==> src/rtl/cls_pkg.sv <==
package cls_pkg;

    typedef enum logic [3:0] {
        ST_IDLE      = 4'd0,
        ST_RD_REQ    = 4'd1,
        ST_FILL_WAIT = 4'd2,
        ST_FILL_TAKE = 4'd3,
        ST_WR_START  = 4'd4,
        ST_WR_DATA   = 4'd5,
        ST_WR_ACK    = 4'd6,
        ST_WR_DONE   = 4'd7,
        ST_COMMIT    = 4'd8
    } ctl_state_t;

    typedef enum logic [1:0] {
        SEL_HOLD = 2'd0,
        SEL_MEM  = 2'd1,
        SEL_CPU  = 2'd2,
        SEL_RAM  = 2'd3
    } word_sel_t;

endpackage

==> src/rtl/cls_sel_ctrl.sv <==
module cls_sel_ctrl
    import cls_pkg::*;
#(
    parameter int WORDS = 4,
    localparam int OFF_W = $clog2(WORDS)
) (
    input  logic                  clk,
    input  logic                  rst_n,
    input  logic [3:0]            state_code,
    input  logic [OFF_W-1:0]      fill_cnt,
    input  logic [OFF_W-1:0]      word_off,
    input  logic                  line_hit,
    output word_sel_t [WORDS-1:0] word_sel,
    output logic                  commit_en
);

    ctl_state_t state;
    logic [WORDS-1:0] mem_pick;

    assign state = ctl_state_t'(state_code);

    always_comb begin
        word_sel  = '{default: SEL_HOLD};
        commit_en = 1'b0;
        unique case (state)
            ST_FILL_TAKE: begin
                for (int k = 0; k < WORDS; k++) begin
                    if (fill_cnt == OFF_W'(k)) word_sel[k] = SEL_MEM;
                end
            end
            ST_WR_START: begin
                if (line_hit) begin
                    for (int k = 0; k < WORDS; k++) begin
                        word_sel[k] = (word_off == OFF_W'(k)) ? SEL_CPU : SEL_RAM;
                    end
                end
            end
            ST_COMMIT: commit_en = 1'b1;
            ST_IDLE, ST_RD_REQ, ST_FILL_WAIT,
            ST_WR_DATA, ST_WR_ACK, ST_WR_DONE: ;
            default: ;
        endcase
    end

    always_comb begin
        for (int k = 0; k < WORDS; k++) mem_pick[k] = (word_sel[k] == SEL_MEM);
    end


    one_fill_word_chk: assert property (@(posedge clk) disable iff (!rst_n)
        $onehot0(mem_pick));

endmodule

==> src/rtl/cls_word_reg.sv <==
module cls_word_reg
    import cls_pkg::*;
#(
    parameter int WORD_W = 16
) (
    input  logic              clk,
    input  logic              rst_n,
    input  word_sel_t         sel,
    input  logic [WORD_W-1:0] mem_word,
    input  logic [WORD_W-1:0] cpu_word,
    input  logic [WORD_W-1:0] ram_word,
    output logic [WORD_W-1:0] q
);

    logic [WORD_W-1:0] q_next;

    always_comb begin
        unique case (sel)
            SEL_MEM:  q_next = mem_word;
            SEL_CPU:  q_next = cpu_word;
            SEL_RAM:  q_next = ram_word;
            default:  q_next = q;
        endcase
    end

    always_ff @(posedge clk or negedge rst_n) begin
        if (!rst_n) q <= '0;
        else        q <= q_next;
    end


    hold_keeps_word_chk: assert property (@(posedge clk) disable iff (!rst_n)
        ($past(sel) == SEL_HOLD) |-> $stable(q));

endmodule

==> src/rtl/cls_valid_bits.sv <==
module cls_valid_bits #(
    parameter int LINES = 16,
    localparam int IDX_W = $clog2(LINES)
) (
    input  logic             clk,
    input  logic             rst_n,
    input  logic             set_en,
    input  logic [IDX_W-1:0] idx,
    output logic             idx_valid
);

    logic [LINES-1:0] valid_q;

    always_ff @(posedge clk or negedge rst_n) begin
        if (!rst_n)      valid_q <= '0;
        else if (set_en) valid_q[idx] <= 1'b1;
    end

    assign idx_valid = valid_q[idx];


    valid_sticky_chk: assert property (@(posedge clk) disable iff (!rst_n)
        ($past(valid_q) & ~valid_q) == '0);

endmodule

==> src/rtl/cls_line_ram.sv <==
module cls_line_ram #(
    parameter int LINES = 16,
    parameter int ENTRY_W = 74,
    localparam int IDX_W = $clog2(LINES)
) (
    input  logic               clk,
    input  logic               we,
    input  logic [IDX_W-1:0]   idx,
    input  logic [ENTRY_W-1:0] wr_entry,
    output logic [ENTRY_W-1:0] rd_entry
);

    logic [ENTRY_W-1:0] mem [LINES];

    always_ff @(posedge clk) begin
        if (we) mem[idx] <= wr_entry;
    end

    assign rd_entry = mem[idx];

endmodule

==> src/rtl/cache_line_store.sv <==
module cache_line_store
    import cls_pkg::*;
#(
    parameter int ADDR_W = 16,
    parameter int WORD_W = 16,
    parameter int WORDS  = 4,
    parameter int LINES  = 16,
    localparam int OFF_W   = $clog2(WORDS),
    localparam int IDX_W   = $clog2(LINES),
    localparam int TAG_W   = ADDR_W - IDX_W - OFF_W,
    localparam int LINE_W  = WORD_W * WORDS,
    localparam int ENTRY_W = TAG_W + LINE_W
) (
    input  logic              clk,
    input  logic              rst_n,
    input  logic [ADDR_W-1:0] cpu_addr,
    input  logic [WORD_W-1:0] cpu_wdata,
    input  logic              cpu_req,
    input  logic [WORD_W-1:0] mem_rdata,
    input  logic [3:0]        ctl_state,
    input  logic [OFF_W-1:0]  fill_cnt,
    output logic [LINE_W-1:0] line_data,
    output logic              hit,
    output logic              miss
);

    logic [OFF_W-1:0]      word_off;
    logic [IDX_W-1:0]      line_idx;
    logic [TAG_W-1:0]      addr_tag;
    logic [ENTRY_W-1:0]    rd_entry;
    logic [LINE_W-1:0]     asm_line;
    logic                  commit_en;
    logic                  idx_valid;
    word_sel_t [WORDS-1:0] word_sel;
    logic                  past_ok;

    assign word_off = cpu_addr[OFF_W-1:0];
    assign line_idx = cpu_addr[OFF_W +: IDX_W];
    assign addr_tag = cpu_addr[ADDR_W-1 -: TAG_W];

    cls_sel_ctrl #(.WORDS(WORDS)) u_sel (
        .clk        (clk),
        .rst_n      (rst_n),
        .state_code (ctl_state),
        .fill_cnt   (fill_cnt),
        .word_off   (word_off),
        .line_hit   (hit),
        .word_sel   (word_sel),
        .commit_en  (commit_en)
    );

    generate
        for (genvar k = 0; k < WORDS; k++) begin : g_word
            cls_word_reg #(.WORD_W(WORD_W)) u_word (
                .clk      (clk),
                .rst_n    (rst_n),
                .sel      (word_sel[k]),
                .mem_word (mem_rdata),
                .cpu_word (cpu_wdata),
                .ram_word (rd_entry[k*WORD_W +: WORD_W]),
                .q        (asm_line[k*WORD_W +: WORD_W])
            );
        end
    endgenerate

    cls_line_ram #(.LINES(LINES), .ENTRY_W(ENTRY_W)) u_ram (
        .clk      (clk),
        .we       (commit_en),
        .idx      (line_idx),
        .wr_entry ({addr_tag, asm_line}),
        .rd_entry (rd_entry)
    );

    cls_valid_bits #(.LINES(LINES)) u_valid (
        .clk       (clk),
        .rst_n     (rst_n),
        .set_en    (commit_en),
        .idx       (line_idx),
        .idx_valid (idx_valid)
    );

    assign hit       = idx_valid && (rd_entry[ENTRY_W-1 -: TAG_W] == addr_tag);
    assign miss      = cpu_req && !hit;
    assign line_data = commit_en ? asm_line : rd_entry[LINE_W-1:0];

    always_ff @(posedge clk or negedge rst_n) begin
        if (!rst_n) past_ok <= 1'b0;
        else        past_ok <= 1'b1;
    end


    commit_then_hit_chk: assert property (@(posedge clk) disable iff (!rst_n)
        (past_ok && $past(ctl_state) == ST_COMMIT && $stable(cpu_addr)) |-> hit);


    idle_no_miss_chk: assert property (@(posedge clk) disable iff (!rst_n)
        !cpu_req |-> !miss);

endmodule

==> config.mk <==
export PLATFORM = sky130hd
export DESIGN_NAME = cache_line_store
export DESIGN_NICKNAME = d
export VERILOG_FILES = /design/src/rtl/cls_pkg.sv /design/src/rtl/cls_sel_ctrl.sv /design/src/rtl/cls_word_reg.sv /design/src/rtl/cls_valid_bits.sv /design/src/rtl/cls_line_ram.sv /design/src/rtl/cache_line_store.sv
export SDC_FILE = /design/constraint.sdc
export NUM_CORES = 1
export LEC_CHECK = 0
export ABC_AREA = 1
export BUFFER_PORTS_ARGS = -buffer_cell sky130_fd_sc_hd__buf_4
export CORE_ASPECT_RATIO = 0.7
export CORE_UTILIZATION = 52
export DETAILED_ROUTE_END_ITERATION = 8
export GPL_ROUTABILITY_DRIVEN = 1
export PLACE_DENSITY = 0.7
export SYNTH_ARGS = -nofsm -noshare
export SYNTH_HDL_FRONTEND = slang
export SYNTH_SLANG_ARGS = --single-unit
==> constraint.sdc <==
create_clock -name clk -period 4 [get_ports clk]
set_input_delay 0.8 -clock clk [delete_from_list [all_inputs] [get_ports clk]]
set_output_delay 0.8 -clock clk [all_outputs]
set_load 0.05 [all_outputs]
==> run summary, run 1 <==
Total grt overflow: 0. The proportion of synthesized area in mux cells was 0%. The clock drives 1,264 sinks. Number of fillers in the final layout: 6,811.

After synthesis, the largest family of logic cells by area is compound AO/OA/AOI/OAI gates. The area growth from synthesis to layout is 16.2%. The run gives 0 as the max capacitance violation total. Setup slack closes at 0.0464 ns. 0 antenna diodes ended up in the layout. The synthesized design contains 1,264 register bits. The maximum fanout encountered on the critical timing path was 31.

For this design the static power due to leakage is 20.3 nW. Clock input transition at the sequential cells of the worst setup and hold paths: 0.07 ns. In this run the core area contains 93 standard-cell rows. The height of the die was 259 µm; the worst slew slack as a fraction of its limit was 43.1%.

In this run the count of I/O pins placed on the die edge is 123. After Yosys synthesis, full adders, half adders and majority gates account for 0% of the synthesized area. The pre-CTS worst setup slack is 0.129 ns.

Entering global routing, the biggest net connects 67 pins. The area after detailed placement is 53,100 µm², and the Yosys warning count is 0. In this run, post-CTS repair resized a total of 0 instances. The average instance in the mapped netlist occupies 13.9 µm². Via count of the first global-routing pass: 30,400. Critical path startpoint category: an input port. Data on the critical path is required at its endpoint by 3.20 ns. The worst path in the final design needs a cycle of 3.95 ns, including I/O delays and setup. Kind of end point of the critical path: an output port. The initial utilization of the core area, before any placement, comes to 52.9%.

The worst hold path belongs to the class input port to async pin. After synthesis the cells add up to 49,000 µm². The logs give 3.15 ns for the arrival time at the worst endpoint and 92,600 µm² for the core outline area.

Counting along the longest clock path gives a buffer depth of 3. The slowest stage of the critical path belongs to the cell or4_1. Summed over its instances, the top area cell type makes up 72.6% of the synthesized netlist area. The average wire per cell in the routed design is 27.2 µm, and the highest clock frequency the design can meet is 0.253 GHz. The width of the die is 369 µm. In this run, the number of DRC markers left after iteration 0 of detailed routing was 4,987. Clock skew on the completed layout was measured at 0.0325 ns. The tools report the sequential area share after synthesis as 76.7%. Synthesis handed over a netlist of 3,533 instances.

After Yosys synthesis, XOR and XNOR cells account for 0% of the synthesized area. Setup violations remaining at the end of the flow were counted as 0. At the pin with the least slew margin, the transition time is 0.853 ns. When the netlist entered floorplanning its net count stood at 3,590. On the worst path, the slowest cell contributes a delay of 0.62 ns. The number of setup buffers added after CTS is 0. Counting both buffers and inverters, the worst setup path holds a total of 4. The deepest level of the CTS H-tree was 3; the count of hold-fix buffers inserted at cts was 0. The detailed-route DRC error count was 0; the length of the first detailed-routing pass in iterations was 7. Final hold slack: 0.184 ns.

Input and output buffers added on the ports amount to 122. The HPWL after detailed placement is 80.0 mm. The cell family contributing the most delay on the critical path is simple AND/OR/NAND/NOR gates. The synthesized design spends more area on one cell type than any other, namely edfxtp_1. In this run the clock root is driven by a clkbuf_16. The fraction of layout instances using a drive strength above 1 came out at 13.8%.

The tools report the final total power as 0.0291 W. The synthesized netlist devotes 11.5% of its cell area to compound gates. For the number of nets in the layout, the log shows 3,821.

The flow ran to the end, and the final reports show no timing, DRC or antenna violations. The finished cells cover 56,900 µm². Setup repair after global routing left no endpoint under its margin. Ranked by total cell area, the synthesized netlist is headed by edfxtp_1 73%, a22oi_1 7.8%, nand2_1 6.3%, dfrtp_1 4.1%, a21oi_1 3.0%. The hold violation total from the final report was 0; the area of the die was 95,400 µm². The run gives 139 mm as the wire length reported by the detailed router. The mean number of vias per cell works out to 6.30. The final critical path takes up 98.8% of the cycle. The clock insertion delay at the later pin of the skew report is 0.72 ns.

The wire length of the first global-routing pass was 201 mm. The run gives 1 as the initial antenna violation count. The signal on the critical path passes through buf_4, nand2_1, inv_8, buf_4, a22oi_1, a21oi_1, or4_1, nand2_1, o21ai_0, buf_4. At the end of routability-driven placement, the weighted congestion stood at 0.901.

Once detail routing completed, the nets flagged for antenna violations numbered 0. The synthesized netlist devotes 9.27% of its cell area to simple gates. TritonCTS built the clock tree.

The critical path in this run is classified as input port to output port. After synthesis, the netlist uses 27 different library cells. The most numerous cell on the critical path was buf_4. The routed layout has 32,100 vias. IR analysis of the VDD net gives a maximum drop of 0.000381 V.

The final max-slew violation count was 0. The areal power density over the cells was 511 nW/µm². Counting the buffers created by CTS gives 112.

The run gives 28.8% as the combined global-route utilization of all metal layers.
cell usage after synthesis:
cell type,number
or2_1,1
o21ai_0,53
buf_6,3
o21a_1,1
nor2_1,82
a22oi_1,512
inv_2,7
o21ai_1,1
nand2_2,2
buf_1,9
a21oi_1,291
inv_1,109
or2_2,9
buf_4,6
dfrtp_1,80
nand2_1,822
nand3_2,1
edfxtp_1,1184
nor3_1,2
buf_2,20
nand3_1,79
clkbuf_1,166
nand4_1,19
nor2_2,2
o21bai_1,4
nor2_4,4
or4_1,64
per-stage QoR:
step / cells / setup TNS (ns) / util [%]
6_report: 5097 / 0 / 61.5
4_1_cts: 5097 / 0 / 61.5
2_1_floorplan: 3533 / -586.44 / -
3_3_place_gp: 4885 / 0 / 57.4
3_5_place_dp: 4885 / 0 / 57.4
5_1_grt: 5097 / 0 / 61.5
routing by layer:
metal,track usage [%],up-vias,part of all wire [%]
li1,-,13800,-
met1,42.9,15900,41
met2,41.7,2136,44
met3,7.59,280,13
met4,8.44,0,3.0
met5,0,-,0
power by group:
part           switching [W]  internal [W]
registers           0.000652        0.0152
clock network        0.00485       0.00632
logic                0.00138      0.000654
flip-flops by register name, indices dropped and copies added (netlist names):
name / cells
u_ram.mem: 1184
u_valid.valid_q: 16
g_word.u_word.q: 64
cells in the final DEF (no fill, tap or decap), types with 2 or more instances in the layout:
cell / instances
nor2_4: 23
inv_8: 2
nor2_1: 62
bufinv_16: 16
clkinv_1: 25
clkbuf_8: 2
nand2_1: 820
clkbuf_1: 24
or4_1: 64
dfrtp_1: 80
or2_2: 9
buf_4: 250
clkinvlp_4: 7
nand4_1: 19
inv_6: 3
edfxtp_1: 1184
nor2_2: 3
a21oi_1: 291
nand2_2: 2
inv_1: 107
inv_2: 5
nand3_1: 79
clkbuf_16: 114
buf_12: 70
nand2_4: 2
a22oi_1: 512
o21bai_1: 4
inv_16: 2
o21ai_0: 53
clkinv_2: 17
inv_4: 3
layout make-up:
type	count	area (µm²)	area share, %
clock buffers	140	2970	5.22
inverters	116	450	0.791
multi-input cells	1949	10300	18.1
well taps	1235	1550	2.71
repair buffers	321	3290	5.78
clock inverters	72	806	1.42
flip-flops and latches	1264	37600	66.0
path summary, 6_finish.rpt:
kind / start / to / slack (ns) / cells past startpoint
max: cpu_addr[2] / line_data[31] / 0.05 / 10
min: rst_n / u_valid.valid_q[10] / 0.18 / 1
max reg2reg: u_ram.mem[3][73] / g_word[3].u_word.q[12] / 1.31 / 15
min reg2reg: u_valid.valid_q[12] / u_valid.valid_q[12] / 0.46 / 2
max in group asynchronous: rst_n / g_word[3].u_word.q[6] / 3.07 / 2
min in group clk: cpu_addr[14] / u_ram.mem[0][72] / 0.43 / 1
kinds of logic after synthesis:
| group | count (synthesis) |
|---|---|
| simple gates | 1087 |
| buf+inv | 320 |
| compound gates | 862 |
| flops | 1264 |
Power figures use the tool's default switching activity.
==> run 2, diff against run 1 <==
--- a/config.mk
+++ b/config.mk
@@ -12,6 +12,7 @@
 export DETAILED_ROUTE_END_ITERATION = 8
 export GPL_ROUTABILITY_DRIVEN = 1
 export PLACE_DENSITY = 0.7
+export REMOVE_ABC_BUFFERS = 1
 export SYNTH_ARGS = -nofsm -noshare
 export SYNTH_HDL_FRONTEND = slang
 export SYNTH_SLANG_ARGS = --single-unit
==> run summary, run 2 (synthesis gave the netlist of run 1 again) <==
Summed over all cells, the static leakage comes to 20.3 nW. Detailed-route wire length on metal 1: 55.6 mm. Leaving out fill and tap cells, the most frequent cell in the layout is edfxtp_1. The number of rows in the core area was 93; the portion of total power attributed to combinational logic was 6.9%. Cells fill 61.5% of the core in the end.

The number of nets in the layout is 3,806, and the final hold slack is 0.212 ns. Derived from the worst setup path, the maximum achievable clock frequency is 0.252 GHz. The buffer cell driving the clock tree root is clkbuf_16. Net switching is 23.3% of the power. The worst pin sits at a relative slew slack of 38.9%.

Amount of wire on met2 after detailed routing: 60.3 mm. The run gives 92,600 µm² as the core outline area. Dividing the detail-routed wire length by the instance count gives 27.2 µm. The number of cells on the worst reg-to-reg path is 16. TritonCTS created 113 clock buffers.

In this run the remaining antenna-violating nets after routing total 0. The number of flip-flops under the largest register name was 1,184. In this run the worst hold path is classified as input port to async pin. The clock input transition at the sequential cells of the worst setup and hold paths was 0.07 ns; the combined global-route utilization of all metal layers was 28.8%. In this run the power density over the cells is 516 nW/µm². Internal power comes to 0.0226 W. Setup repair after global routing left no endpoint under its margin. The clock insertion delay at the later pin of the skew report came out at 0.72 ns. The H-tree was split into 3 levels. The clock passes through at most 3 buffers.

The run finished with clean final reports. The number of inserted diodes was 0. The worst setup path is launched from an input port.

The routed layout has 31,900 vias. The critical path start-end classification is input port to output port. The transition time at the pin with the least slew margin came out at 0.916 ns. The critical path starts at cpu_addr[3]. For the clock power share, the log shows 39.3%. Wires add up to 138 mm. After the first detailed-routing iteration, the DRC count stood at 4,635. The completed layout was analyzed and its total power is 0.0294 W. Entering global routing, the biggest net connects 71 pins. The die is 369 µm wide. Total half-perimeter wirelength after legalization and detailed placement: 76.3 mm. The layout has 6,836 filler cells.

The logs give 3.20 ns for the required time at the worst-slack endpoint and 3.18 ns for the arrival time at the worst endpoint. The logs give 1 for the initial antenna violation count and 0 for the hold violation total from the final report. TritonCTS built the clock tree. The tools report the kind of end point of the critical path as an output port. The via count of the first global-routing pass came out at 30,200. Cells with a size suffix above 1 make up 14.2% of the layout. The total negative slack for setup checks came out at 0 ns.

The critical register-to-register path endpoint was g_word[3].u_word.q[5]. The mean number of vias per cell was 6.27; the initial core utilization was 52.9%. In the routed design, unresolved DRC markers number 0. Routability-driven placement finished with a final weighted congestion of 0.898.

The worst setup skew after layout came out at 0.0378 ns. The run gives 8 as the length of the first detailed-routing pass in iterations. The largest registers in the layout are u_ram.mem: 1184 flops, g_word.u_word.q: 64 flops, u_valid.valid_q: 16 flops. The finished layout holds 5,084 standard cells, fillers aside. Including well taps, the total number of placed cells is 4,869. 123 I/O pins were placed. The highest metal layer carrying signal wires in the routed design is met5.

Once the clock tree was built, the setup fixing pass inserted 0 buffers. The reg-to-reg setup timing slack is 1.08 ns. The tools report the final max-slew violation count as 0. u_ram.mem holds more flip-flops than any other register. CTS saw 1,264 sinks. The die covers 95,400 µm².

The power spent charging and discharging nets was 0.00685 W. The tool flagged a number of max-cap violations equal to 0. The count of buffers from port buffering was 122. The total grt overflow came out at 0.

The signed area change from the synthesized netlist to the final layout works out to 16.4%. The post-route minimum period is 3.98 ns. In the layout the commonest cells are 1,184 x edfxtp_1, 819 x nand2_1, 511 x a22oi_1. Across the VDD grid, the largest voltage drop is 0.000392 V.

Of the total power, registers draw 53.8%. Setup violations remaining at the end of the flow were counted as 0. The floorplan step set the die height to 259 µm. The startpoint identified for the worst register-to-register timing path is u_ram.mem[0][67]. The first global-routing pass estimated 202 mm of wire. After layout, the worst path uses 99.4% of the clock period.

After detailed routing, the met3 layer carries 19.1 mm of wire. The count of hold-fix buffers inserted at cts is 0. Of all nets on the critical path, the largest fanout is 38.
[run 2: cell types whose count changed in the layout (fill, tap and decap cells not counted), sizes merged]
cell | before | now
buf | 321 | 305
bufinv | 16 | 17
clkbuf | 140 | 152
clkinv | 43 | 38
clkinvlp | 7 | 4
inv | 122 | 120
[run 2: worst max path at each step]
stage	endpoint	depth (start not counted)
floorplan	u_ram.mem[2][0]	4
global placement	line_data[15]	11
detailed placement	line_data[15]	11
CTS	line_data[14]	12
global route	line_data[8]	12
finish	line_data[15]	11
[run 2: critical path, cell delays in order]
cell     delay, ns
buf_4         0.12
buf_4         0.17
nor2_4        0.15
buf_12        0.25
buf_4         0.31
a22oi_1       0.15
a21oi_1       0.21
or4_4         0.20
nand2_1       0.05
o21ai_1       0.38
buf_4         0.32
[run 2: layer usage]
metal | GRT usage, % | up-vias
li1 | - | 13700
met1 | 43.4 | 15800
met2 | 41.7 | 2107
met3 | 7.85 | 234
met4 | 7.02 | 2
met5 | 0 | -
[run 2: final cells by class]
class	instances	area [µm²]	area share, %
well taps	1235	1550	2.71
clock inverters	63	793	1.39
repair buffers	305	3110	5.46
flip-flops and latches	1264	37600	65.9
multi-input cells	1949	10300	18.1
clock buffers	152	3210	5.63
inverters	116	450	0.790
[run 2: power by group through the flow]
stage | clock (W) | sequential, W | combinational [W]
floorplan | 0 | 0.0159 | 0.00120
global placement | 0 | 0.0161 | 0.00196
detailed placement | 0 | 0.0161 | 0.00199
CTS | 0.0116 | 0.0159 | 0.00200
global route | 0.0121 | 0.0159 | 0.00217
finish | 0.0116 | 0.0159 | 0.00203
[run 2: timing repair]
item	in CTS	in global routing
resized for setup	3	14
cloned	0	0
endpoints found under the setup margin	2	24
endpoints found under the hold margin	0	0
[run 2: metrics by stage]
stage | setup slack, ns | instance area (µm²)
3_5_place_dp | -0.148 | 53000
5_1_grt | 0.00947 | 57000
6_report | 0.0249 | 57000
2_1_floorplan | -10.47 | 48100
4_1_cts | 0.0185 | 57000
3_3_place_gp | -0.111 | 53000
